<file path="src/rtl/ramp_sat_counter.sv">
module ramp_sat_counter #(
    parameter int unsigned CNT_W = 32
) (
    input  logic             clk,
    input  logic             rst,
    input  logic             clr,
    input  logic             inc,
    output logic [CNT_W-1:0] count
);
    localparam logic [CNT_W-1:0] CNT_MAX = '1;

    logic at_max;
    assign at_max = (count == CNT_MAX);

    always_ff @(posedge clk) begin
        if (rst || clr) begin
            count <= '0;
        end else if (inc && !at_max) begin
            count <= count + {{(CNT_W-1){1'b0}}, 1'b1};
        end
    end
endmodule

</file>
<file path="config.mk">
export PLATFORM = sky130hd
export DESIGN_NAME = ramp_sat_counter
export DESIGN_NICKNAME = d
export VERILOG_FILES = /design/src/rtl/ramp_sat_counter.sv
export SDC_FILE = /design/constraint.sdc
export NUM_CORES = 1
export LEC_CHECK = 0
export BUFFER_PORTS_ARGS = -buffer_cell sky130_fd_sc_hd__buf_2
export CORE_AREA = 5 5 74 62
export CTS_BUF_LIST = sky130_fd_sc_hd__clkbuf_4
export DETAILED_ROUTE_END_ITERATION = 8
export DIE_AREA = 0 0 79 67
export PLACE_DENSITY = 0.67
export SLEW_MARGIN = 0
export SYNTH_ARGS = -nofsm -noshare
export SYNTH_HDL_FRONTEND = slang
export SYNTH_SLANG_ARGS = --single-unit
export TNS_END_PERCENT = 100
</file>
<file path="constraint.sdc">
create_clock -name clk -period 2.7 [get_ports clk]
set_input_delay 0 -clock clk [delete_from_list [all_inputs] [get_ports clk]]
set_output_delay 0 -clock clk [all_outputs]
set_load 0.01 [all_outputs]
</file>
==> results of run 1 <==
==> worst register-to-register path, stage by stage, from the launching register on <==
cell and delay, ns:
sky130_fd_sc_hd__dfxtp_1 0.43, sky130_fd_sc_hd__ha_1 0.21, sky130_fd_sc_hd__nand4_1 0.12, sky130_fd_sc_hd__or4_4 0.53, sky130_fd_sc_hd__o311ai_2 0.50, sky130_fd_sc_hd__or4_1 0.19, sky130_fd_sc_hd__a21oi_1 0.06
==> Yosys cell counts <==
library cell,count
sky130_fd_sc_hd__a21oi_1,26
sky130_fd_sc_hd__nand3_1,10
sky130_fd_sc_hd__or4_1,12
sky130_fd_sc_hd__nand4_2,1
sky130_fd_sc_hd__nor4_1,2
sky130_fd_sc_hd__and4_1,5
sky130_fd_sc_hd__o311ai_2,1
sky130_fd_sc_hd__buf_6,1
sky130_fd_sc_hd__nor2_1,11
sky130_fd_sc_hd__xor2_1,3
sky130_fd_sc_hd__and3_1,2
sky130_fd_sc_hd__dfxtp_1,32
sky130_fd_sc_hd__nand2b_1,1
sky130_fd_sc_hd__or4_4,1
sky130_fd_sc_hd__a2111o_1,1
sky130_fd_sc_hd__clkbuf_1,5
sky130_fd_sc_hd__buf_12,1
sky130_fd_sc_hd__nor3_1,2
sky130_fd_sc_hd__buf_2,1
sky130_fd_sc_hd__xnor2_1,1
sky130_fd_sc_hd__mux2i_1,1
sky130_fd_sc_hd__or3_1,15
sky130_fd_sc_hd__nand2_1,13
sky130_fd_sc_hd__nand4b_1,1
sky130_fd_sc_hd__o21ai_0,9
sky130_fd_sc_hd__a311oi_1,1
sky130_fd_sc_hd__o31ai_4,1
sky130_fd_sc_hd__nand4_1,10
sky130_fd_sc_hd__o31ai_1,12
sky130_fd_sc_hd__a31o_2,1
sky130_fd_sc_hd__ha_1,1
sky130_fd_sc_hd__o21ai_1,4
sky130_fd_sc_hd__inv_1,4
sky130_fd_sc_hd__or2_2,2
==> power by group through the flow <==
stage	sequential, W	combinational [W]	clock (W)
floorplan	0.000486	0.0000196	0
global placement	0.000485	0.0000241	0
detailed placement	0.000485	0.0000241	0
CTS	0.000474	0.0000242	0.000241
global route	0.000474	0.0000271	0.000264
finish	0.000474	0.0000239	0.000241
==> per-stage QoR <==
step	cells	worst slack (ns)
final	273	0.5163
after CTS	273	0.5111
after detailed placement	268	0.5420
after global routing	273	0.2482
after global placement	268	0.5429
after floorplan	194	0.5669
==> placed cells by master, fill, tap and decap left out, types with 4 or more instances in the layout <==
cell / n
sky130_fd_sc_hd__buf_2: 35
sky130_fd_sc_hd__o31ai_1: 12
sky130_fd_sc_hd__a21oi_1: 26
sky130_fd_sc_hd__nor2_1: 11
sky130_fd_sc_hd__and4_1: 5
sky130_fd_sc_hd__dfxtp_1: 32
sky130_fd_sc_hd__nand4_1: 10
sky130_fd_sc_hd__nand2_1: 13
sky130_fd_sc_hd__or4_1: 12
sky130_fd_sc_hd__clkbuf_4: 5
sky130_fd_sc_hd__inv_1: 4
sky130_fd_sc_hd__or3_1: 15
sky130_fd_sc_hd__nand3_1: 10
sky130_fd_sc_hd__o21ai_0: 9
sky130_fd_sc_hd__o21ai_1: 4
==> cell type report <==
type,instances,share of cell area (%)
multi-input combinational,150,49.47
sequential,32,34.22
timing repair buffer,38,10.56
inverter,4,0.8021
clock buffer,5,2.005
tap,44,2.941
==> path summary, 6_finish.rpt <==
| check | startpoint | end | slack (ns) |
|---|---|---|---|
| worst max-delay path | count[0] | count[23] | 0.52 |
| worst min-delay path | inc | count[14] | 0.11 |
| worst max register to register | count[0] | count[23] | 0.52 |
| worst min register to register | count[9] | count[9] | 0.52 |
==> metal layers <==
metal  up-vias  global-route usage [%]
met5         -                       0
met2        37                   23.95
li1        828                       -
met3         7                   4.730
met4         0                   6.009
met1       742                   20.34
==> cells by family after synthesis <==
logic type,synth area share [%]
buffers and inverters,4.281
XOR/XNOR,2.141
flip-flops,39.14
multiplexers,0.6116
adder cells (fa/ha/maj),0.7644
AND/OR/NAND/NOR,31.58
AO/OA/AOI/OAI,21.48
==> impl_metrics.ini, run 1 <==
[status]
outcome = complete, no violations

[route]
initialDrtViolationCount = 96
dr.pass1.iters = 4
met3_length_um = 181
wl_met1_mm = 1.953
route.detailed.drc = 0
totalWireLength_mm = 3.810
route.detailed.wl_per_inst_um = 13.96
route.top_layer_used = met4
vias = 1614
routed-wl-met2_mm = 1.615
via_per_inst = 5.912
ant_nets = 0

[pwr]
internal-power_w = 0.0005662
power.ir.vdd_worst_v = 0.0002152
net_switching_power_of_the_design_w = 0.0001728
comb_power_share_pct = 3.2
power_total_w = 0.0007391
p_sw_share_pct = 23.38
seq_pwr_share_pct = 64.2
leakage_nw = 0.6294
power.density_cell_area_mw_per_mm2 = 394.8
p_clk_share_pct = 32.6

[sta]
fin_skew_ns = 0.003649
timing.final.setup_violations = 0
worst_slew_pin_tran_ns = 0.6305
finalCritPeriodShare_pct = 80.88
min_period_ns = 2.184
slew_headroom_pct = 57.68
holdWs_ns = 0.1131
unrepaired_setup_endpoints_after_global_routing = false
setup-tns-final_ns = 0
final_hold_viol_count = 0
fmax_ghz = 0.4579
timing.final.max_slew_violations = 0

[cts]
clock_tree_from_tritoncts = done
tritoncts.num_buffers = 5
postCtsSetupRepairBufs = 0
clk_transition_reported_paths_ns = 0.09
insertion_delay_of_the_later_clocked_pin_in_the_worst_skew_pair_ns = 0.33
clock_sink_count = 32
cts.htree.levels = 2
cts_hold_buf = 0
cts_max_path_buffers = 2
clock_tree.root_cell = sky130_fd_sc_hd__clkbuf_4
cts_resized = 0

[synth]
yosysWarningCount = 0
synth_seq_cells = 32
synth.top_cells.by_area = sky130_fd_sc_hd__dfxtp_1 39%, sky130_fd_sc_hd__a21oi_1 8.0%, sky130_fd_sc_hd__or3_1 5.7%
ys_seq_area_share_pct = 39.14
syn-instance-count = 194
syn-num-nets = 199
netlist.top_cell.by_area = sky130_fd_sc_hd__dfxtp_1
post_synthesis_cell_area_mm2 = 0.001637
postSynthAreaPerCell_um2 = 8.436
synth_top_area_share_pct = 39.14
yosys.cell_types.count = 34

[setup_path]
critical_path_arrival_ns = 2.38
crit_buf_inv = 0
timing.setup.critical_path_class = flop to flop
critical_path_rt_ns = 2.89
cp_max_fo = 7
cpMaxStageDelayCell = sky130_fd_sc_hd__or4_4
critical_path.startpoint_type = flop
gate_family_responsible_for_the_most_delay_along_the_worst_path = simple AND/OR/NAND/NOR gates
critical_path.max_stage_delay_ns = 0.53
path_cells = ha_1, nand4_1, or4_4, o311ai_2, or4_1, a21oi_1
path_depth = 6
setup.worst_path.end_class = flop
r2r_cells = 6

[floorplan]
boundaryPins = 36
die_area_mm2 = 0.005293
placementRows = 20
initial_core_util_pct = 43.89
placeableCoreArea_mm2 = 0.003729
floorplan.die.height_um = 67
fp.dieW_um = 79

[global_route]
grt_pass1_wl_mm = 6.527
first_global_vias = 1414
overflow = 0
grt_start_max_net_pins = 33
antenna_violations_before_repair = 0
grt_util_all_layers_pct = 15.56

[job]
max_cap_violations = 0

[finish]
largest-register = count
post_layout_net_count = 236
multi_input_area_um2 = 925.9
reg.largest.list = count (32)
final_util_pct = 50.20
diodes = 0
drive_gt1_share_pct = 21.83
final_area_mm2 = 0.001872
area_delta_synth_final_pct = 14.37
max_ffs_per_register = 32
nFillCells = 355
seqCellArea_um2 = 640.6

[place]
gp_routability_congestion = 0.7788
dpl_cell_area_mm2 = 0.001834
dp_hpwl_mm = 2.715
numPortBuffers = 35

[min_path]
worstHoldPathType = input port to flop
hold_depth = 5
Note: power is estimated with default switching activity, not from simulation.
==> run 2: changes to the inputs <==
--- a/config.mk
+++ b/config.mk
@@ -10,7 +10,7 @@
 export CTS_BUF_LIST = sky130_fd_sc_hd__clkbuf_4
 export DETAILED_ROUTE_END_ITERATION = 8
 export DIE_AREA = 0 0 79 67
-export PLACE_DENSITY = 0.67
+export PLACE_DENSITY = 0.69
 export SLEW_MARGIN = 0
 export SYNTH_ARGS = -nofsm -noshare
 export SYNTH_HDL_FRONTEND = slang
==> constraint.sdc (replaced) <==
create_clock -name clk -period 1.95 [get_ports clk]
set_input_delay 0 -clock clk [delete_from_list [all_inputs] [get_ports clk]]
set_output_delay 0 -clock clk [all_outputs]
set_load 0.01 [all_outputs]
==> impl_metrics.ini, run 2 (same netlist as run 1, synthesis figures left out) <==
[status]
outcome = finished, violations left
violations = negative setup slack

[floorplan]
boundaryPins = 36
placeableCoreArea_mm2 = 0.003729
placementRows = 20
initial_core_util_pct = 43.89
die_area_mm2 = 0.005293
fp.dieW_um = 79
floorplan.die.height_um = 67

[sta]
timing.final.setup_violations = 4
holdWs_ns = 0.1062
setup-tns-final_ns = -0.09905
timing.final.max_slew_violations = 0
finalCritPeriodShare_pct = 102.8
fin_ws_ns = -0.05488
worst_slew_pin_tran_ns = 0.6288
min_period_ns = 2.005
unrepaired_setup_endpoints_after_global_routing = true
fin_skew_ns = 0.01380
final_hold_viol_count = 0
slew_headroom_pct = 58.08
fmax_ghz = 0.4988

[global_route]
grt_start_max_net_pins = 33
antenna_violations_before_repair = 0
overflow = 0
first_global_vias = 1605
grt_pass1_wl_mm = 7.452
grt_util_all_layers_pct = 17.95

[setup_path]
critical_path_rt_ns = 2.15
cp_max_fo = 24
critical_path_arrival_ns = 2.21
r2r_slack_ns = -0.05
r2r_cells = 6
critical_path.startpoint_type = flop
setup.worst_path.end_class = flop
timing.rr.start = count[10]
timing.setup.critical_path_class = flop to flop
regToRegEndpoint = count[1]

[cts]
cts.htree.levels = 2
clock_tree.root_cell = sky130_fd_sc_hd__clkbuf_4
clock_tree_from_tritoncts = done
clk_transition_reported_paths_ns = 0.11
cts_hold_buf = 0
insertion_delay_of_the_later_clocked_pin_in_the_worst_skew_pair_ns = 0.34
tritoncts.num_buffers = 5
cts_max_path_buffers = 2
clock_sink_count = 32

[route]
via_per_inst = 5.725
dr.pass1.iters = 4
totalWireLength_mm = 4.518
vias = 1769
route.detailed.drc = 0
initialDrtViolationCount = 93
route.detailed.wl_per_inst_um = 14.62
ant_nets = 0

[finish]
final_common_cell = sky130_fd_sc_hd__buf_2
post_layout_net_count = 269
drive_gt1_share_pct = 41.89
diodes = 0
max_ffs_per_register = 32
reg.largest.list = count (32)
top_library_cells_by_usage_in_the_layout_fill_and_taps_aside = 36 x sky130_fd_sc_hd__buf_2, 30 x sky130_fd_sc_hd__buf_4, 26 x sky130_fd_sc_hd__a21oi_1, 14 x sky130_fd_sc_hd__dfxtp_1
multi_input_area_mm2 = 0.001001
area_delta_synth_final_pct = 39.60
nFillCells = 314
seqCellArea_um2 = 685.7
largest-register = count

[pwr]
p_clk_share_pct = 36.5
leakage_nw = 0.8503
seq_pwr_share_pct = 59.4
power.density_cell_area_mw_per_mm2 = 474.5
p_sw_share_pct = 23.69
net_switching_power_of_the_design_w = 0.0002569
comb_power_share_pct = 4.0
power_total_w = 0.001084
power.ir.vdd_worst_v = 0.0003774
internal-power_w = 0.0008273

[place]
dp_hpwl_mm = 3.063
placement.setup.worst_slack_ns = -0.03971
numPortBuffers = 35
gp_routability_congestion = 0.7851

[min_path]
hold_worst_path_end = count[21]
hold_path.startpoint = rst
hold_depth = 5
worstHoldPathType = input port to flop

[job]
max_cap_violations = 0
==> run 2: area by class of cell <==
type / instances / share of cell area [%]
Timing Repair Buffer: 71 / 20.59
Tap cell: 44 / 2.410
Sequential cell: 32 / 30.01
Clock inverter: 1 / 0.2191
Clock buffer: 7 / 2.300
Multi-Input combinational cell: 150 / 43.81
Inverter: 4 / 0.6572
==> run 2: timing repair <==
item,4_1_cts,5_1_grt
cloned,0,1
pin swaps,1,7
buffers inserted,1,9
gates resized for setup,0,22
setup endpoints to repair,6,25
==> run 2: worst max-delay path by stage <==
| stage | from | end | slack [ns] | depth (start not counted) |
|---|---|---|---|---|
| finish | count[10] | count[1] | -0.05 | 6 |
| global route | count[10] | count[1] | -0.12 | 6 |
| CTS | count[10] | count[1] | -0.03 | 6 |
| detailed placement | count[11] | count[1] | -0.04 | 6 |
| global placement | count[11] | count[1] | 0.03 | 6 |
| floorplan | count[11] | count[1] | -0.02 | 7 |
==> run 2: worst max-delay path, stage by stage, from the launching register on <==
cell	delay, ns
sky130_fd_sc_hd__dfxtp_4	0.36
sky130_fd_sc_hd__nand4_1	0.19
sky130_fd_sc_hd__or4_4	0.61
sky130_fd_sc_hd__o31ai_4	0.27
sky130_fd_sc_hd__buf_12	0.19
sky130_fd_sc_hd__mux2i_1	0.18
sky130_fd_sc_hd__nor2_1	0.05
==> run 2: layer usage <==
layer | wire, µm | GRT usage (%) | part of all wire [%] | up-vias
met1 | 2138 | 23.92 | 47 | 827
li1 | - | - | - | 899
met4 | 60 | 6.438 | 1.3 | 0
met2 | 2098 | 28.05 | 46 | 35
met3 | 221 | 4.459 | 4.9 | 8
met5 | 0 | 0 | 0 | -
==> run 2: power by group through the flow <==
stage | clock network, W | registers, W | logic (W)
3_5_place_dp | 0 | 0.000660 | 0.0000405
5_1_grt | 0.000436 | 0.000645 | 0.0000477
2_1_floorplan | 0 | 0.000661 | 0.0000274
6_report | 0.000396 | 0.000644 | 0.0000436
3_3_place_gp | 0 | 0.000660 | 0.0000406
4_1_cts | 0.000406 | 0.000644 | 0.0000409
==> run 2: through the flow <==
stage | util, % | area (µm²) | instances
after CTS | 57.21 | 2133 | 299
final | 61.28 | 2285 | 309
after global placement | 55.47 | 2068 | 290
after global routing | 61.28 | 2285 | 309
after detailed placement | 55.47 | 2068 | 290
after floorplan | - | 1693 | 194
